### config.mk
export PLATFORM = sky130hd
export DESIGN_NAME = chargeBalanceCore
export DESIGN_NICKNAME = d
export VERILOG_FILES = /design/src/rtl/cbcPkg.sv /design/src/rtl/cbcSync.sv /design/src/rtl/cbcCtrl.sv /design/src/rtl/cbcDatapath.sv /design/src/rtl/chargeBalanceCore.sv
export SDC_FILE = /design/constraint.sdc
export NUM_CORES = 1
export LEC_CHECK = 0
export BUFFER_PORTS_ARGS = -buffer_cell sky130_fd_sc_hd__buf_2
export CAP_MARGIN = 20
export CORE_UTILIZATION = 50
export DETAILED_ROUTE_END_ITERATION = 8
export PLACE_DENSITY = 0.71
export SYNTH_ARGS = -nofsm -noshare
export SYNTH_HDL_FRONTEND = slang
export SYNTH_SLANG_ARGS = --single-unit
### constraint.sdc
create_clock -name clk -period 5.33 [get_ports clk]
set_input_delay 1.066 -clock clk [delete_from_list [all_inputs] [get_ports clk]]
set_output_delay 1.066 -clock clk [all_outputs]
set_load 0.02 [all_outputs]
### src/rtl/cbcPkg.sv
package cbcPkg;
  localparam int RES_W = 22;
  localparam int OUT_W = 24;
  localparam int ITERS = RES_W;

  typedef enum logic [2:0] {
    ST_IDLE, ST_SKIP, ST_ACC, ST_LOAD, ST_DIV, ST_FIN
  } ctrlState_e;

  typedef struct packed {
    logic clr;
    logic incPos;
    logic incNeg;
    logic load;
    logic step;
    logic first;
    logic finish;
  } strobes_t;
endpackage

### src/rtl/cbcSync.sv
module cbcSync #(
  parameter int STAGES = 2
) (
  input  logic clk,
  input  logic rstN,
  input  logic din,
  output logic rise
);
  logic [STAGES-1:0] shReg;
  logic prevLvl;

  always_ff @(posedge clk or negedge rstN) begin
    if (!rstN) begin
      shReg   <= '0;
      prevLvl <= 1'b0;
    end else begin
      shReg   <= {shReg[STAGES-2:0], din};
      prevLvl <= shReg[STAGES-1];
    end
  end

  assign rise = shReg[STAGES-1] & ~prevLvl;
endmodule

### src/rtl/cbcCtrl.sv
module cbcCtrl
  import cbcPkg::*;
#(
  parameter int PERIODS = 2
) (
  input  logic     clk,
  input  logic     rstN,
  input  logic     start,
  input  logic     rise,
  output logic     dirOut,
  output strobes_t strb
);
  localparam int EDGES = 2 * PERIODS;
  localparam int EW    = $clog2(EDGES + 1);
  localparam int IW    = $clog2(ITERS);

  ctrlState_e    state;
  logic [EW-1:0] edgeCnt;
  logic [IW-1:0] itr;

  always_ff @(posedge clk or negedge rstN) begin
    if (!rstN) begin
      state   <= ST_IDLE;
      dirOut  <= 1'b0;
      edgeCnt <= '0;
      itr     <= '0;
    end else if (start) begin
      state   <= ST_SKIP;
      dirOut  <= 1'b0;
      edgeCnt <= '0;
    end else begin
      if (rise) dirOut <= ~dirOut;
      case (state)
        ST_SKIP: if (rise) state <= ST_ACC;
        ST_ACC: if (rise) begin
          if (edgeCnt == EW'(EDGES - 1)) state <= ST_LOAD;
          else edgeCnt <= edgeCnt + 1'b1;
        end
        ST_LOAD: begin
          state <= ST_DIV;
          itr   <= '0;
        end
        ST_DIV: begin
          itr <= itr + 1'b1;
          if (itr == IW'(ITERS - 1)) state <= ST_FIN;
        end
        ST_FIN:  state <= ST_IDLE;
        default: state <= ST_IDLE;
      endcase
    end
  end

  always_comb begin
    strb     = '0;
    strb.clr = start;
    if (!start) begin
      strb.incPos = (state == ST_ACC) && !dirOut;
      strb.incNeg = (state == ST_ACC) && dirOut;
      strb.load   = (state == ST_LOAD);
      strb.step   = (state == ST_DIV);
      strb.first  = (state == ST_DIV) && (itr == '0);
      strb.finish = (state == ST_FIN);
    end
  end

  // a detected edge flips the direction on the next cycle
  a_r2_dir_toggle: assert property (@(posedge clk) disable iff (!rstN)
    (rise && !start) |=> (dirOut != $past(dirOut)));
  // start always leaves the direction positive
  a_r3_start_dir: assert property (@(posedge clk) disable iff (!rstN)
    start |=> !dirOut);
  // never charge both totals in one cycle
  a_r4_one_total: assert property (@(posedge clk) disable iff (!rstN)
    $onehot0({strb.incPos, strb.incNeg}));
  // the final write comes only after the divider ran
  a_r6_fin_after_div: assert property (@(posedge clk) disable iff (!rstN)
    (state == ST_FIN) |-> $past(state == ST_DIV));
endmodule

### src/rtl/cbcDatapath.sv
module cbcDatapath
  import cbcPkg::*;
#(
  parameter int CNT_W = 20
) (
  input  logic             clk,
  input  logic             rstN,
  input  strobes_t         strb,
  output logic             done,
  output logic [OUT_W-1:0] result
);
  localparam int SW = CNT_W + 1;
  localparam int RW = SW + 1;
  localparam logic [CNT_W-1:0] CNT_MAX = '1;
  localparam logic [RES_W:0]   MID  = (RES_W + 1)'(1) << (RES_W - 1);
  localparam logic [RES_W:0]   FULL = ((RES_W + 1)'(1) << RES_W) - 1'b1;

  logic [CNT_W-1:0] tp, tm;
  logic [RW-1:0]    rem, trial, denExt;
  logic [SW-1:0]    den, sumW, diffW;
  logic             neg, zeroDen;
  logic [RES_W-1:0] quo;
  logic [RES_W:0]   magExt, codeW;

  always_comb begin
    sumW   = SW'(tp) + SW'(tm);
    diffW  = (tp >= tm) ? SW'(tp - tm) : SW'(tm - tp);
    denExt = RW'(den);
    trial  = strb.first ? rem : {rem[RW-2:0], 1'b0};
    magExt = {1'b0, quo};
    if (zeroDen)  codeW = FULL;
    else if (neg) codeW = (magExt > MID) ? '0 : MID - magExt;
    else          codeW = ((MID + magExt) > FULL) ? FULL : MID + magExt;
  end

  always_ff @(posedge clk or negedge rstN) begin
    if (!rstN) begin
      tp      <= '0;
      tm      <= '0;
      rem     <= '0;
      den     <= '0;
      neg     <= 1'b0;
      zeroDen <= 1'b0;
      quo     <= '0;
      done    <= 1'b0;
      result  <= '0;
    end else begin
      done <= 1'b0;
      if (strb.clr) begin
        tp <= '0;
        tm <= '0;
      end
      if (strb.incPos && tp != CNT_MAX) tp <= tp + 1'b1;
      if (strb.incNeg && tm != CNT_MAX) tm <= tm + 1'b1;
      if (strb.load) begin
        rem     <= RW'(diffW);
        den     <= sumW;
        neg     <= (tm > tp);
        zeroDen <= (sumW == '0);
        quo     <= '0;
      end
      if (strb.step) begin
        if (trial >= denExt) begin
          rem <= trial - denExt;
          quo <= {quo[RES_W-2:0], 1'b1};
        end else begin
          rem <= trial;
          quo <= {quo[RES_W-2:0], 1'b0};
        end
      end
      if (strb.finish) begin
        result <= {{(OUT_W - RES_W){1'b0}}, codeW[RES_W-1:0]};
        done   <= 1'b1;
      end
    end
  end

  // the padding bits above the code stay clear
  a_r5_top_bits: assert property (@(posedge clk) disable iff (!rstN)
    result[OUT_W-1:RES_W] == '0);
  // after each divider step the remainder is below the divisor
  a_r5_rem_bound: assert property (@(posedge clk) disable iff (!rstN)
    (strb.step && den != '0) |=> (rem < denExt));
  // done never lasts two cycles
  a_r6_done_pulse: assert property (@(posedge clk) disable iff (!rstN)
    done |=> !done);
  // result only moves together with done
  a_r6_result_with_done: assert property (@(posedge clk) disable iff (!rstN)
    !done |-> $stable(result));
endmodule

### src/rtl/chargeBalanceCore.sv
module chargeBalanceCore
  import cbcPkg::*;
#(
  parameter int PERIODS = 2,
  parameter int CNT_W   = 20
) (
  input  logic             clk,
  input  logic             rstN,
  input  logic             start,
  input  logic             cmpIn,
  output logic             dirOut,
  output logic             done,
  output logic [OUT_W-1:0] result
);
  logic     rise;
  strobes_t strb;

  cbcSync #(.STAGES(2)) i_sync (
    .clk(clk), .rstN(rstN), .din(cmpIn), .rise(rise)
  );

  cbcCtrl #(.PERIODS(PERIODS)) i_ctrl (
    .clk(clk), .rstN(rstN), .start(start), .rise(rise),
    .dirOut(dirOut), .strb(strb)
  );

  cbcDatapath #(.CNT_W(CNT_W)) i_dp (
    .clk(clk), .rstN(rstN), .strb(strb), .done(done), .result(result)
  );
endmodule

# Word-level counts from Yosys, hierarchy flattened
# Index checks and enable logic that the tools add are counted.
word_totals:
  reg_bits: 145
  input_bits: 4
  output_inout_bits: 26
  elab_cells: 95
classes:
  add_sub_neg: 10
  order_cmp: 5
  n_eq_ne: 14
  muxes: 30
  bitwise: 4
  n_reduce_logical: 17
op_table:
  columns: ["op", "n"]
  rows:
  - ["$mux W22", 10]
  - ["$mux W20", 3]
  - ["$sub A20 B20 Y21", 2]
  - ["$add A20 B1 Y20 const B", 2]
  - ["$ne A20 B20 Y1 const B", 2]
  - ["$mux W3", 9]
  - ["$add A22 B22 Y23 const A", 1]
  - ["$gt A23 B22 Y1 const B", 1]
  - ["$ge A22 B21 Y1", 1]
  - ["$gt A22 B22 Y1 const B", 1]
  - ["$sub A22 B21 Y22", 1]
  - ["$sub A22 B22 Y22 const A", 1]
  - ["$add A20 B20 Y21", 1]
  - ["$logic_not A21 Y1", 1]
  - ["$mux W21", 1]
  - ["$ge A20 B20 Y1", 1]
  - ["$gt A20 B20 Y1", 1]
  - ["$ne A3 B2 Y1 const B", 4]
  - ["$pmux W3 S4", 1]
  - ["$reduce_bool A2 Y1", 6]
  - ["$pmux W5 S2", 1]
  - ["$eq A3 B2 Y1 const B", 3]
  - ["$eq A3 B3 Y1 const B", 2]
  - ["$mux W6", 1]
  - ["other kinds (14)", 23]

# Longest topological paths before layout
# Gate-level depths: netlist of the first run.
depth:
  depth_word: 7
  depth_mapped: 20
  depth_no_buf: 17

# Hierarchy
# From an unflattened synthesis of the first run, not the netlist that was laid out.
hier_totals:
  cells_unflattened: 1482
  hier_area_um2: 12151.7
by_module_without_submodules:
  columns: ["module", "n_inst", "cells_per_inst", "area_each_um2", "seq_area_each_um2"]
  rows:
  - ["cbcDatapath", 1, 1409, 11343.4, 3253.1]
  - ["cbcCtrl", 1, 69, 719.4, 300.3]
  - ["cbcSync", 1, 4, 88.8, 75.1]

# Worst setup path before layout of the first run
# No wires, ideal clock.
synth_timing:
  path_type: "input-to-reg"
  startpoint: "input start"
  endpoint: "register i_dp.rem[19]"
  setup_time_ps: 126
  t_arrival_ps: 4531
  required_time_ps: 5204
  slack_ps: 673
  path_stages: 16
  path_buffers: 4
  cell_sequence: "clkbuf_1 nor4b_1 nand2_1 inv_1 clkbuf_1 nand2_1 ha_1 fa_1 nor2b_1 o31ai_1 o2111a_1 o311ai_0 a21oi_1 buf_2 clkbuf_1 o32a_1"
synth_between:
  elab_chain_len: 5
  word_cells_on_any_way: 7
  cone_classes: "1 x add/sub; 1 x order compare; 4 x mux; 1 x reduce/logical"
synth_lines:
  columns: ["item", "line_no", "text"]
  rows:
  - ["start: declaration", "chargeBalanceCore.sv:9", "input logic start,"]
  - ["$mux W6 *", "cbcCtrl.sv:56", "if (!start) begin"]
  - ["$mux W22", "cbcDatapath.sv:29", "trial = strb.first ? rem : {rem[RW-2:0], 1'b0};"]
  - ["$sub A22 B21 Y22 / $ge A22 B21 Y1 (equally long branches)", "cbcDatapath.sv:64, cbcDatapath.sv:63", null]
  - ["$mux W22", "cbcDatapath.sv:63", "if (trial >= denExt) begin"]
  - ["$mux W22", "cbcDatapath.sv:62", "if (strb.step) begin"]
  - ["end signal: assignment", "cbcDatapath.sv:56", "rem <= RW'(diffW);"]
  - ["end signal: assignment", "cbcDatapath.sv:64", "rem <= trial - denExt;"]
  - ["end signal: assignment", "cbcDatapath.sv:67", "rem <= trial;"]
  - ["end: declaration", "cbcDatapath.sv:19", "logic [RW-1:0] rem, trial, denExt;"]
# Mark *: on every way between the ends. The rest lies on a longest branch, timed or not.
# A chain may end at the register's enable or synchronous reset.

# Worst setup path in the final report of the first run
# Ends and elaborated chain as after synthesis.

==> results.py, run 1 <==
metrics = {
    "clock_network": {
        "clock_latency_ps": 430,
        "cts.sinks": 145,
        "cts_buffers": 17,
        "path_clk_slew_ps": 70,
        "postCtsHoldBufs": 0,
        "tritoncts": "built",
        "ctsLongestPathBuffers": 2,
        "cts_root_buf": "clkbuf_16",
        "cts_setup_buffers": 0,
        "cts_resized": 0,
        "htreeDepth": 4,
    },
    "yosys": {
        "synth_common_cells": "nand2_1 (197), dfrtp_1 (145), a21oi_1 (117)",
        "synth_seq_cells": 145,
        "yosysMostFrequentCell": "nand2_1",
        "synthTopCellsByArea": "dfrtp_1 (31%), ha_1 (9.5%), nand2_1 (6.3%)",
        "synthAdderAreaFrac_pct": 10.2,
        "synth_compound_area_share_pct": 22.1,
        "synth.distinct_cells": 85,
        "synthSimpleGateAreaFrac_pct": 23.6,
        "synth_top_family_by_area": "simple AND/OR/NAND/NOR gates",
        "seq_area_frac_synth_pct": 30.7,
        "synth_enable_flop_cells": 0,
        "netlist_instances": 1489,
        "synth.top_cell.area_share_pct": 30.7,
        "synth_top_area_cell": "dfrtp_1",
        "synth_warnings": 0,
        "syn_area_um2": 11800,
        "synthXorXnorAreaFrac_pct": 4.38,
        "avgSynthCellArea_um2": 7.92,
        "ys.flop_type": "dfrtp_1",
        "async_flop_share_pct": 100,
        "yosys-mux-area-fraction_pct": 2.88,
    },
    "critical_path": {
        "cp.required_ps": 5640,
        "worstPathMaxFanout": 23,
        "crit_arrival_ps": 4910,
        "cp.depth": 16,
        "cp_num_buf_inv": 3,
        "startpoint_type": "primary input",
        "timing.rr.end": "i_dp.rem[19]$_DFFE_PN0P_",
        "cp_slowest_stage_delay_ps": 480,
        "worstReg2RegStart": "i_ctrl.itr[0]$_DFFE_PN0P_",
        "critPathTopFamily": "compound AO/OA/AOI/OAI gates",
        "rrSetupSlack_ps": 850,
        "r2r_cells": 18,
        "crit_end": "i_dp.rem[19]$_DFFE_PN0P_",
        "crit_start": "start",
        "cp_cell_sequence": "buf_2 -> nor4b_2 -> nand2_1 -> buf_4 -> mux2i_1 -> inv_1 -> ha_1 -> nor2b_1 -> o21a_1 -> o21ai_0 -> o211ai_1 -> a311o_1 -> a31o_2 -> a31oi_1 -> xnor2_1 -> o32a_1",
        "path_class": "in2reg",
        "slowest_stage": "nor4b_2",
        "end_kind": "register",
    },
    "power_and_ir_drop": {
        "p_total_uw": 4440,
        "p_leak_uw": 0.00600,
        "peakVddDrop_mv": 0.237,
        "cellPowerDensity_nw_per_um2": 348,
    },
    "layout": {
        "drive_gt1_share_pct": 7.40,
        "multi_input_area_um2": 7480,
        "nNetsFinal": 1572,
        "syn_to_final_growth_pct": 8.05,
        "antenna_cells": 0,
        "nFillCells": 2151,
        "layout.area.seq_um2": 3630,
    },
    "timing": {
        "setup_violations": 0,
        "worst_slack_ps": 724,
        "maxSlewHeadroom_pct": 37.3,
        "setup-tns-final_ps": 0,
        "rsz0062_at_grt": "no",
        "fmax_ghz": 0.217,
        "drv_slew": 0,
        "fin_skew_ps": 12.6,
        "post-route-min-period_ps": 4610,
        "fin_crit_sh_pct": 86.4,
        "tightest_slew_ps": 932,
        "timing_hold_violations_final": 0,
    },
    "global_route": {
        "grt_overflow_total": 0,
        "grt_pass1_wl_mm": 51.7,
        "first_global_vias": 10150,
        "grt_start_max_net_pins": 72,
        "antenna_found_initial": 0,
        "track_usage_pct": 26.4,
    },
    "die": {
        "row_count": 55,
        "dieArea_um2": 24200,
        "core_area_um2": 22900,
        "ios": 30,
        "die_h_um": 156,
        "die_w_um": 156,
        "initial_core_util_pct": 51.5,
    },
    "routing": {
        "avgRoutedWirePerCell_um": 17.2,
        "route.vias.total": 10724,
        "drc": 0,
        "first_iter_violations": 888,
        "ant_nets": 0,
        "wl_mm": 30.9,
        "vias_per_cell": 5.96,
        "drtPass1Iterations": 6,
    },
    "placed_design": {
        "place_congestion": 0.904,
        "dp_slack_ps": 350,
        "hpwlAfterDp_mm": 22.7,
        "io_buffer_count": 27,
    },
    "hold_path": {
        "holdCritPathClass": "reg2reg",
    },
    "status": {
        "outcome": "finished, final reports clean",
    },
    "run": {
        "drv_cap": 0,
    },
}
==> routing by layer <==
| layer | wire length (µm) | track usage, % | vias to the layer above |
|---|---|---|---|
| met4 | 427 | 6.86 | 0 |
| li1 | - | - | 5258 |
| met2 | 14100 | 41.9 | 302 |
| met1 | 15000 | 38.0 | 5134 |
| met3 | 1400 | 3.14 | 30 |
| met5 | 0 | 0 | - |
==> cell families after synthesis <==
kind of cell	count (synthesis)
compound gates	409
xor+xnor	59
mux	33
other cells	1
fa+ha+maj	94
simple gates	574
buf+inv	174
flops	145
==> power breakdown <==
group | internal (µW) | switching [µW] | total (µW)
clock network | 684 | 553 | 1240
registers | 1280 | 128 | 1410
logic | 740 | 1050 | 1790
==> cell usage in the layout, fill, tap and decap left out, drive strengths merged, types with 42 or more instances in the layout <==
master / Yosys / final
dfrtp: 145 / 145
nand3: 58 / 58
ha: 90 / 90
nor3: 42 / 42
buf: 19 / 45
a21oi: 117 / 117
o21ai: 105 / 105
nand2: 197 / 197
inv: 90 / 99
nor2: 116 / 116
==> per-stage QoR <==
step	std cells	hold slack (ps)	util, %	area, µm²
2_1_floorplan	1490	331	-	11800
3_3_place_gp	1767	343	53.0	12100
3_5_place_dp	1767	340	53.0	12100
4_1_cts	1799	355	55.6	12700
5_1_grt	1800	366	55.6	12700
6_report	1800	358	55.6	12700
==> registers in the layout (all words and copies together) (netlist names) <==
register        cells
i_dp.quo           22
i_dp.rem           22
i_dp.result        22
i_dp.den           21
i_dp.tm            20
i_dp.tp            20
i_ctrl.itr          5
i_ctrl.edgeCnt      3
i_ctrl.state        3
i_sync.shReg        2
i_ctrl.dirOut       1
i_dp.done           1
i_dp.neg            1
i_dp.zeroDen        1
i_sync.prevLvl      1
==> area by class of cell <==
class,instances,area share (%)
multi-input combinational,1171,58.7
sequential,145,28.5
clock buffer,18,3.44
tap,313,3.07
inverter,94,2.77
timing repair buffer,45,2.27
clock inverter,14,1.30
==> worst min-delay path by stage <==
stage	startpoint	endpoint	slack (ps)	cells after the start
floorplan	i_sync.shReg[0]$_DFF_PN0_	i_sync.shReg[1]$_DFF_PN0_	330	0
global placement	i_sync.shReg[0]$_DFF_PN0_	i_sync.shReg[1]$_DFF_PN0_	340	0
detailed placement	i_sync.shReg[0]$_DFF_PN0_	i_sync.shReg[1]$_DFF_PN0_	340	0
CTS	i_sync.shReg[0]$_DFF_PN0_	i_sync.shReg[1]$_DFF_PN0_	350	0
global route	i_sync.shReg[0]$_DFF_PN0_	i_sync.shReg[1]$_DFF_PN0_	370	0
finish	i_sync.shReg[0]$_DFF_PN0_	i_sync.shReg[1]$_DFF_PN0_	360	0
(Power assumes the default switching activity.)
==> run 2: changes to the inputs <==
--- a/config.mk
+++ b/config.mk
@@ -9,7 +9,8 @@
 export CAP_MARGIN = 20
 export CORE_UTILIZATION = 50
 export DETAILED_ROUTE_END_ITERATION = 8
-export PLACE_DENSITY = 0.71
+export PLACE_DENSITY = 0.74
+export SLEW_MARGIN = 10
 export SYNTH_ARGS = -nofsm -noshare
 export SYNTH_HDL_FRONTEND = slang
 export SYNTH_SLANG_ARGS = --single-unit
==> constraint.sdc (replaced) <==
create_clock -name clk -period 3.8 [get_ports clk]
set_input_delay 0.76 -clock clk [delete_from_list [all_inputs] [get_ports clk]]
set_output_delay 0.76 -clock clk [all_outputs]
set_load 0.02 [all_outputs]
==> results.py, run 2 (synthesized netlist as in run 1, its figures left out) <==
metrics = {
    "routing": {
        "drtPass1Iterations": 6,
        "vias_per_cell": 5.95,
        "drc": 0,
        "wl_mm": 34.0,
        "first_iter_violations": 1212,
        "ant_nets": 0,
        "avgRoutedWirePerCell_um": 17.8,
        "route.vias.total": 11350,
    },
    "critical_path": {
        "slowest_stage": "dfrtp_1",
        "crit_arrival_ps": 4160,
        "end_kind": "register",
        "path_class": "reg2reg",
        "timing.rr.end": "i_dp.rem[6]$_DFFE_PN0P_",
        "cp_num_buf_inv": 5,
        "cp_slowest_stage_delay_ps": 420,
        "worstPathMaxFanout": 11,
        "startpoint_type": "register",
        "r2r_cells": 19,
        "worstReg2RegStart": "i_ctrl.itr[1]$_DFFE_PN0P_",
        "cp_cell_sequence": "inv_2 -> ha_4 -> nor4b_4 -> buf_4 -> nand2_4 -> inv_4 -> nand2_2 -> ha_4 -> fa_2 -> nor2b_4 -> o31ai_4 -> o2111a_2 -> o311ai_4 -> a21oi_4 -> buf_4 -> clkbuf_16 -> a21oi_2 -> nor2_1 -> a221o_1",
        "rrSetupSlack_ps": -50,
        "critPathTopFamily": "compound AO/OA/AOI/OAI gates",
        "cp.required_ps": 4110,
    },
    "power_and_ir_drop": {
        "p_total_uw": 7260,
        "switching_share_pct": 39.6,
        "peakVddDrop_mv": 0.303,
        "p_sw_uw": 2880,
        "internal_power_uw": 4380,
        "seq_power_share_pct": 27.4,
        "p_leak_uw": 0.00658,
        "combPwrFrac_pct": 49.4,
        "clockPowerShare_pct": 23.3,
        "cellPowerDensity_nw_per_um2": 518,
    },
    "layout": {
        "nNetsFinal": 1679,
        "instances_no_fill": 1907,
        "antenna_cells": 0,
        "layout_commonest_cell": "nand2_1",
        "syn_to_final_growth_pct": 18.8,
        "final_cell_mix": "nand2_1 (189), dfrtp_1 (145), nor2_1 (115), buf_4 (115), a21oi_1 (111)",
        "nFillCells": 1987,
        "reg.largest.list": "i_dp.quo: 22 flops, i_dp.rem: 22 flops, i_dp.result: 22 flops",
        "drive_gt1_share_pct": 16.9,
    },
    "timing": {
        "setup_violations": 1,
        "post-route-min-period_ps": 3850,
        "worst_slack_ps": -52.2,
        "tightest_slew_ps": 818,
        "fin_crit_sh_pct": 101,
        "fmax_ghz": 0.260,
        "maxSlewHeadroom_pct": 45.5,
        "drv_slew": 0,
        "fin_skew_ps": 12.5,
        "timing_hold_violations_final": 0,
    },
    "clock_network": {
        "tritoncts": "built",
        "ctsLongestPathBuffers": 2,
        "cts_root_buf": "clkbuf_16",
        "path_clk_slew_ps": 70,
        "clock_latency_ps": 430,
        "cts_buffers": 17,
        "postCtsHoldBufs": 0,
        "cts.sinks": 145,
        "htreeDepth": 4,
    },
    "die": {
        "die_w_um": 156,
        "die_h_um": 156,
        "initial_core_util_pct": 51.5,
        "row_count": 55,
        "core_area_um2": 22900,
        "ios": 30,
        "dieArea_um2": 24200,
    },
    "status": {
        "violations": "setup timing",
        "outcome": "finished, violations left",
    },
    "global_route": {
        "grt_overflow_total": 0,
        "grt_start_max_net_pins": 83,
        "antenna_found_initial": 0,
        "first_global_vias": 10846,
        "grt_pass1_wl_mm": 54.7,
        "track_usage_pct": 28.0,
    },
    "hold_path": {
        "hold_path_depth": 0,
        "min-delay-start": "i_sync.shReg[0]$_DFF_PN0_",
        "holdCritPathClass": "reg2reg",
        "min_to": "i_sync.shReg[1]$_DFF_PN0_",
    },
    "placed_design": {
        "io_buffer_count": 27,
        "hpwlAfterDp_mm": 24.4,
        "place_congestion": 0.938,
        "dp_slack_ps": -332,
        "placed_cells_incl_taps": 1866,
    },
    "run": {
        "drv_cap": 0,
    },
}
-- run 2: what timing repair did --
item | 4_1_cts | 5_1_grt
endpoints found under the setup margin | 16 | 22
pin swaps | 1 | 15
gates resized for setup | 3 | 67
setup buffers | 2 | 6
cloned | 0 | 3
-- run 2: how the worst max path moves through the flow --
| stage | startpoint | end | cells past startpoint |
|---|---|---|---|
| 3_5_place_dp | start | i_dp.rem[16]$_DFFE_PN0P_ | 17 |
| 5_1_grt | i_ctrl.itr[1]$_DFFE_PN0P_ | i_dp.rem[6]$_DFFE_PN0P_ | 20 |
| 4_1_cts | i_ctrl.itr[0]$_DFFE_PN0P_ | i_dp.rem[19]$_DFFE_PN0P_ | 18 |
| 6_report | i_ctrl.itr[1]$_DFFE_PN0P_ | i_dp.rem[6]$_DFFE_PN0P_ | 19 |
| 2_1_floorplan | start | i_dp.rem[19]$_DFFE_PN0P_ | 16 |
| 3_3_place_gp | start | i_dp.rem[19]$_DFFE_PN0P_ | 16 |
-- run 2: layout make-up --
class / instances / area (µm²) / area share [%]
clock buffer: 17 / 425 / 3.03
tap: 313 / 392 / 2.79
sequential: 145 / 3630 / 25.9
timing repair buffer: 152 / 1170 / 8.35
multi-input combinational: 1171 / 7890 / 56.3
clock inverter: 15 / 160 / 1.14
inverter: 94 / 355 / 2.53
-- run 2: metal layers --
layer  vias to the layer above  track usage, %  part of all wire (%)
met5                         -               0                     0
met4                         0            9.15                   2.5
met3                        58            3.36                   4.8
met2                       389            46.4                    48
met1                      5440            38.0                    45
li1                       5463               -                     -
-- run 2: per-stage QoR --
step | utilization [%] | hold slack, ps | setup TNS [ps] | cell area, µm²
after detailed placement | 56.5 | 341 | -4470 | 12900
after global placement | 56.5 | 335 | -2740 | 12900
final | 61.2 | 362 | -52.2 | 14000
after CTS | 59.2 | 366 | 0 | 13600
after floorplan | - | 331 | -25.5 | 11900
after global routing | 61.2 | 380 | -758 | 14000
-- run 2: power groups by stage --
stage	logic, µW	clock network [µW]	registers, µW
2_1_floorplan	1750	0	2110
3_3_place_gp	2840	0	2000
3_5_place_dp	2870	0	2010
4_1_cts	2940	1720	1980
5_1_grt	3870	1780	2020
6_report	3580	1690	1990
-- run 2: worst register-to-register path, cell delays in order, from the launching register on --
cell and delay (ps):
dfrtp_1 420, inv_2 100, ha_4 140, nor4b_4 200, buf_4 180, nand2_4 90, inv_4 100, nand2_2 70
ha_4 180, fa_2 410, nor2b_4 160, o31ai_4 100, o2111a_2 290, o311ai_4 280, a21oi_4 160, buf_4 170
clkbuf_16 160, a21oi_2 130, nor2_1 70, a221o_1 310
==> run 3: changes to the inputs <==
--- a/config.mk
+++ b/config.mk
@@ -7,9 +7,9 @@
 export LEC_CHECK = 0
 export BUFFER_PORTS_ARGS = -buffer_cell sky130_fd_sc_hd__buf_2
 export CAP_MARGIN = 20
-export CORE_UTILIZATION = 50
+export CORE_UTILIZATION = 40
 export DETAILED_ROUTE_END_ITERATION = 8
-export PLACE_DENSITY = 0.74
+export PLACE_DENSITY = 0.62
 export SLEW_MARGIN = 10
 export SYNTH_ARGS = -nofsm -noshare
 export SYNTH_HDL_FRONTEND = slang
==> results.py, run 3 (synthesized netlist as in run 1, its figures left out) <==
metrics = {
    "clock_network": {
        "ctsLongestPathBuffers": 2,
        "htreeDepth": 4,
        "cts.sinks": 145,
        "clock_latency_ps": 440,
        "tritoncts": "built",
        "path_clk_slew_ps": 70,
        "cts_root_buf": "clkbuf_16",
        "cts_buffers": 17,
    },
    "routing": {
        "wl_mm": 33.5,
        "drc": 0,
        "first_iter_violations": 824,
        "drtPass1Iterations": 5,
        "vias_per_cell": 5.53,
        "route.vias.total": 10991,
        "ant_nets": 0,
        "avgRoutedWirePerCell_um": 16.9,
    },
    "placed_design": {
        "hpwlAfterDp_mm": 25.0,
        "place_area_um2": 13100,
        "io_buffer_count": 27,
        "place_congestion": 0.886,
    },
    "hold_path": {
        "holdCritPathClass": "in2async",
    },
    "timing": {
        "fmax_ghz": 0.273,
        "hold_ws_ps": 237,
        "fin_skew_ps": 15.9,
        "drv_slew": 0,
        "timing_hold_violations_final": 0,
        "setup_violations": 0,
        "post-route-min-period_ps": 3660,
        "rsz0062_at_grt": "yes",
        "maxSlewHeadroom_pct": 34.6,
        "tightest_slew_ps": 977,
        "fin_crit_sh_pct": 96.3,
        "setup-tns-final_ps": 0,
    },
    "layout": {
        "drive_gt1_share_pct": 16.4,
        "antenna_cells": 0,
        "nNetsFinal": 1688,
        "fin_area_um2": 14000,
        "finish.utilization_pct": 48.6,
        "layout_commonest_cell": "nand2_1",
        "syn_to_final_growth_pct": 18.9,
        "final_cell_mix": "nand2_1 (193), dfrtp_1 (145), buf_4 (129)",
        "reg.largest.list": "i_dp.quo: 22 flops, i_dp.rem: 22 flops, i_dp.result: 22 flops",
    },
    "critical_path": {
        "crit_arrival_ps": 3980,
        "cp.required_ps": 4120,
        "cp_cell_sequence": "inv_2 -> ha_1 -> nor4b_4 -> buf_4 -> nand2_4 -> buf_12 -> mux2i_4 -> inv_2 -> ha_1 -> nor2b_1 -> o21a_1 -> o21ai_2 -> o211ai_1 -> a311o_1 -> a31o_4 -> a31oi_4 -> xnor2_2 -> o32a_1",
        "slowest_stage": "dfrtp_1",
        "r2r_cells": 18,
        "worstPathMaxFanout": 7,
        "end_kind": "register",
        "cp_slowest_stage_delay_ps": 390,
        "startpoint_type": "register",
        "path_class": "reg2reg",
    },
    "global_route": {
        "first_global_vias": 10748,
        "track_usage_pct": 22.6,
        "grt_pass1_wl_mm": 55.2,
        "grt_start_max_net_pins": 106,
        "grt_overflow_total": 0,
        "antenna_found_initial": 0,
    },
    "die": {
        "die_w_um": 174,
        "die_h_um": 174,
        "dieArea_um2": 30200,
        "core_area_um2": 28900,
        "ios": 30,
        "initial_core_util_pct": 40.9,
        "row_count": 62,
    },
    "power_and_ir_drop": {
        "p_leak_uw": 0.00662,
        "cellPowerDensity_nw_per_um2": 506,
        "p_total_uw": 7100,
        "peakVddDrop_mv": 0.290,
    },
    "status": {
        "outcome": "finished, final reports clean",
    },
    "run": {
        "drv_cap": 0,
    },
}
-- run 3: final timing paths --
kind | start | to | slack, ps
worst max-delay path | i_ctrl.itr[0]$_DFFE_PN0P_ | i_dp.rem[19]$_DFFE_PN0P_ | 140
worst min-delay path | rstN | i_dp.den[1]$_DFFE_PN0P_ | 240
worst max register to register | i_ctrl.itr[0]$_DFFE_PN0P_ | i_dp.rem[19]$_DFFE_PN0P_ | 140
worst min register to register | i_sync.shReg[0]$_DFF_PN0_ | i_sync.shReg[1]$_DFF_PN0_ | 360
max in group asynchronous | rstN | i_dp.den[4]$_DFFE_PN0P_ | 2650
min in group clk | i_sync.shReg[0]$_DFF_PN0_ | i_sync.shReg[1]$_DFF_PN0_ | 360
-- run 3: area by class of cell --
| type | instances | area [µm²] |
|---|---|---|
| Clock buffer | 17 | 425 |
| Clock inverter | 15 | 194 |
| Fill cell | 2846 | 14800 |
| Inverter | 94 | 355 |
| Multi-Input combinational cell | 1171 | 7750 |
| Sequential cell | 145 | 3630 |
| Tap cell | 384 | 480 |
| Timing Repair Buffer | 161 | 1200 |
-- run 3: metal layers --
layer / track usage [%] / up-vias / part of all wire (%)
met3: 2.61 / 52 / 3.4
met4: 7.53 / 0 / 2.4
met2: 38.5 / 235 / 48
li1: - / 5485 / -
met1: 29.6 / 5219 / 46
met5: 0 / - / 0
-- run 3: what timing repair did --
| item | CTS | global route |
|---|---|---|
| hold buffers | 0 | 0 |
| buffers inserted | 1 | 4 |
| endpoints found under the setup margin | 11 | 23 |
| pin swaps | 3 | 4 |
| resized for setup | 2 | 40 |
-- run 3: through the flow --
stage	worst slack (ps)	cells
2_1_floorplan	-25.5	1490
3_3_place_gp	-269	1950
3_5_place_dp	-334	1950
4_1_cts	11.3	1983
5_1_grt	-31.3	1987
6_report	142	1987
-- run 3: power by group --
part	leakage, µW	switching [µW]	total, µW	internal, µW
combinational	0.00440	1760	3310	1550
sequential	0.00191	175	1980	1800
clock	0.000302	812	1820	1000
total	0.00662	2740	7100	4360
-- run 3: worst max-delay path, delay by kind of cell, from the launching register on --
| family | cells | cell delay (ps) |
|---|---|---|
| DFF | 1 | 390 |
| AOI/OAI and AO/OA | 7 | 1580 |
| xor gates and xnor gates | 1 | 80 |
| and+or+nand+nor | 3 | 400 |
| buffers and inverters | 4 | 440 |
| adders and majority gates | 2 | 420 |
| muxes | 1 | 210 |
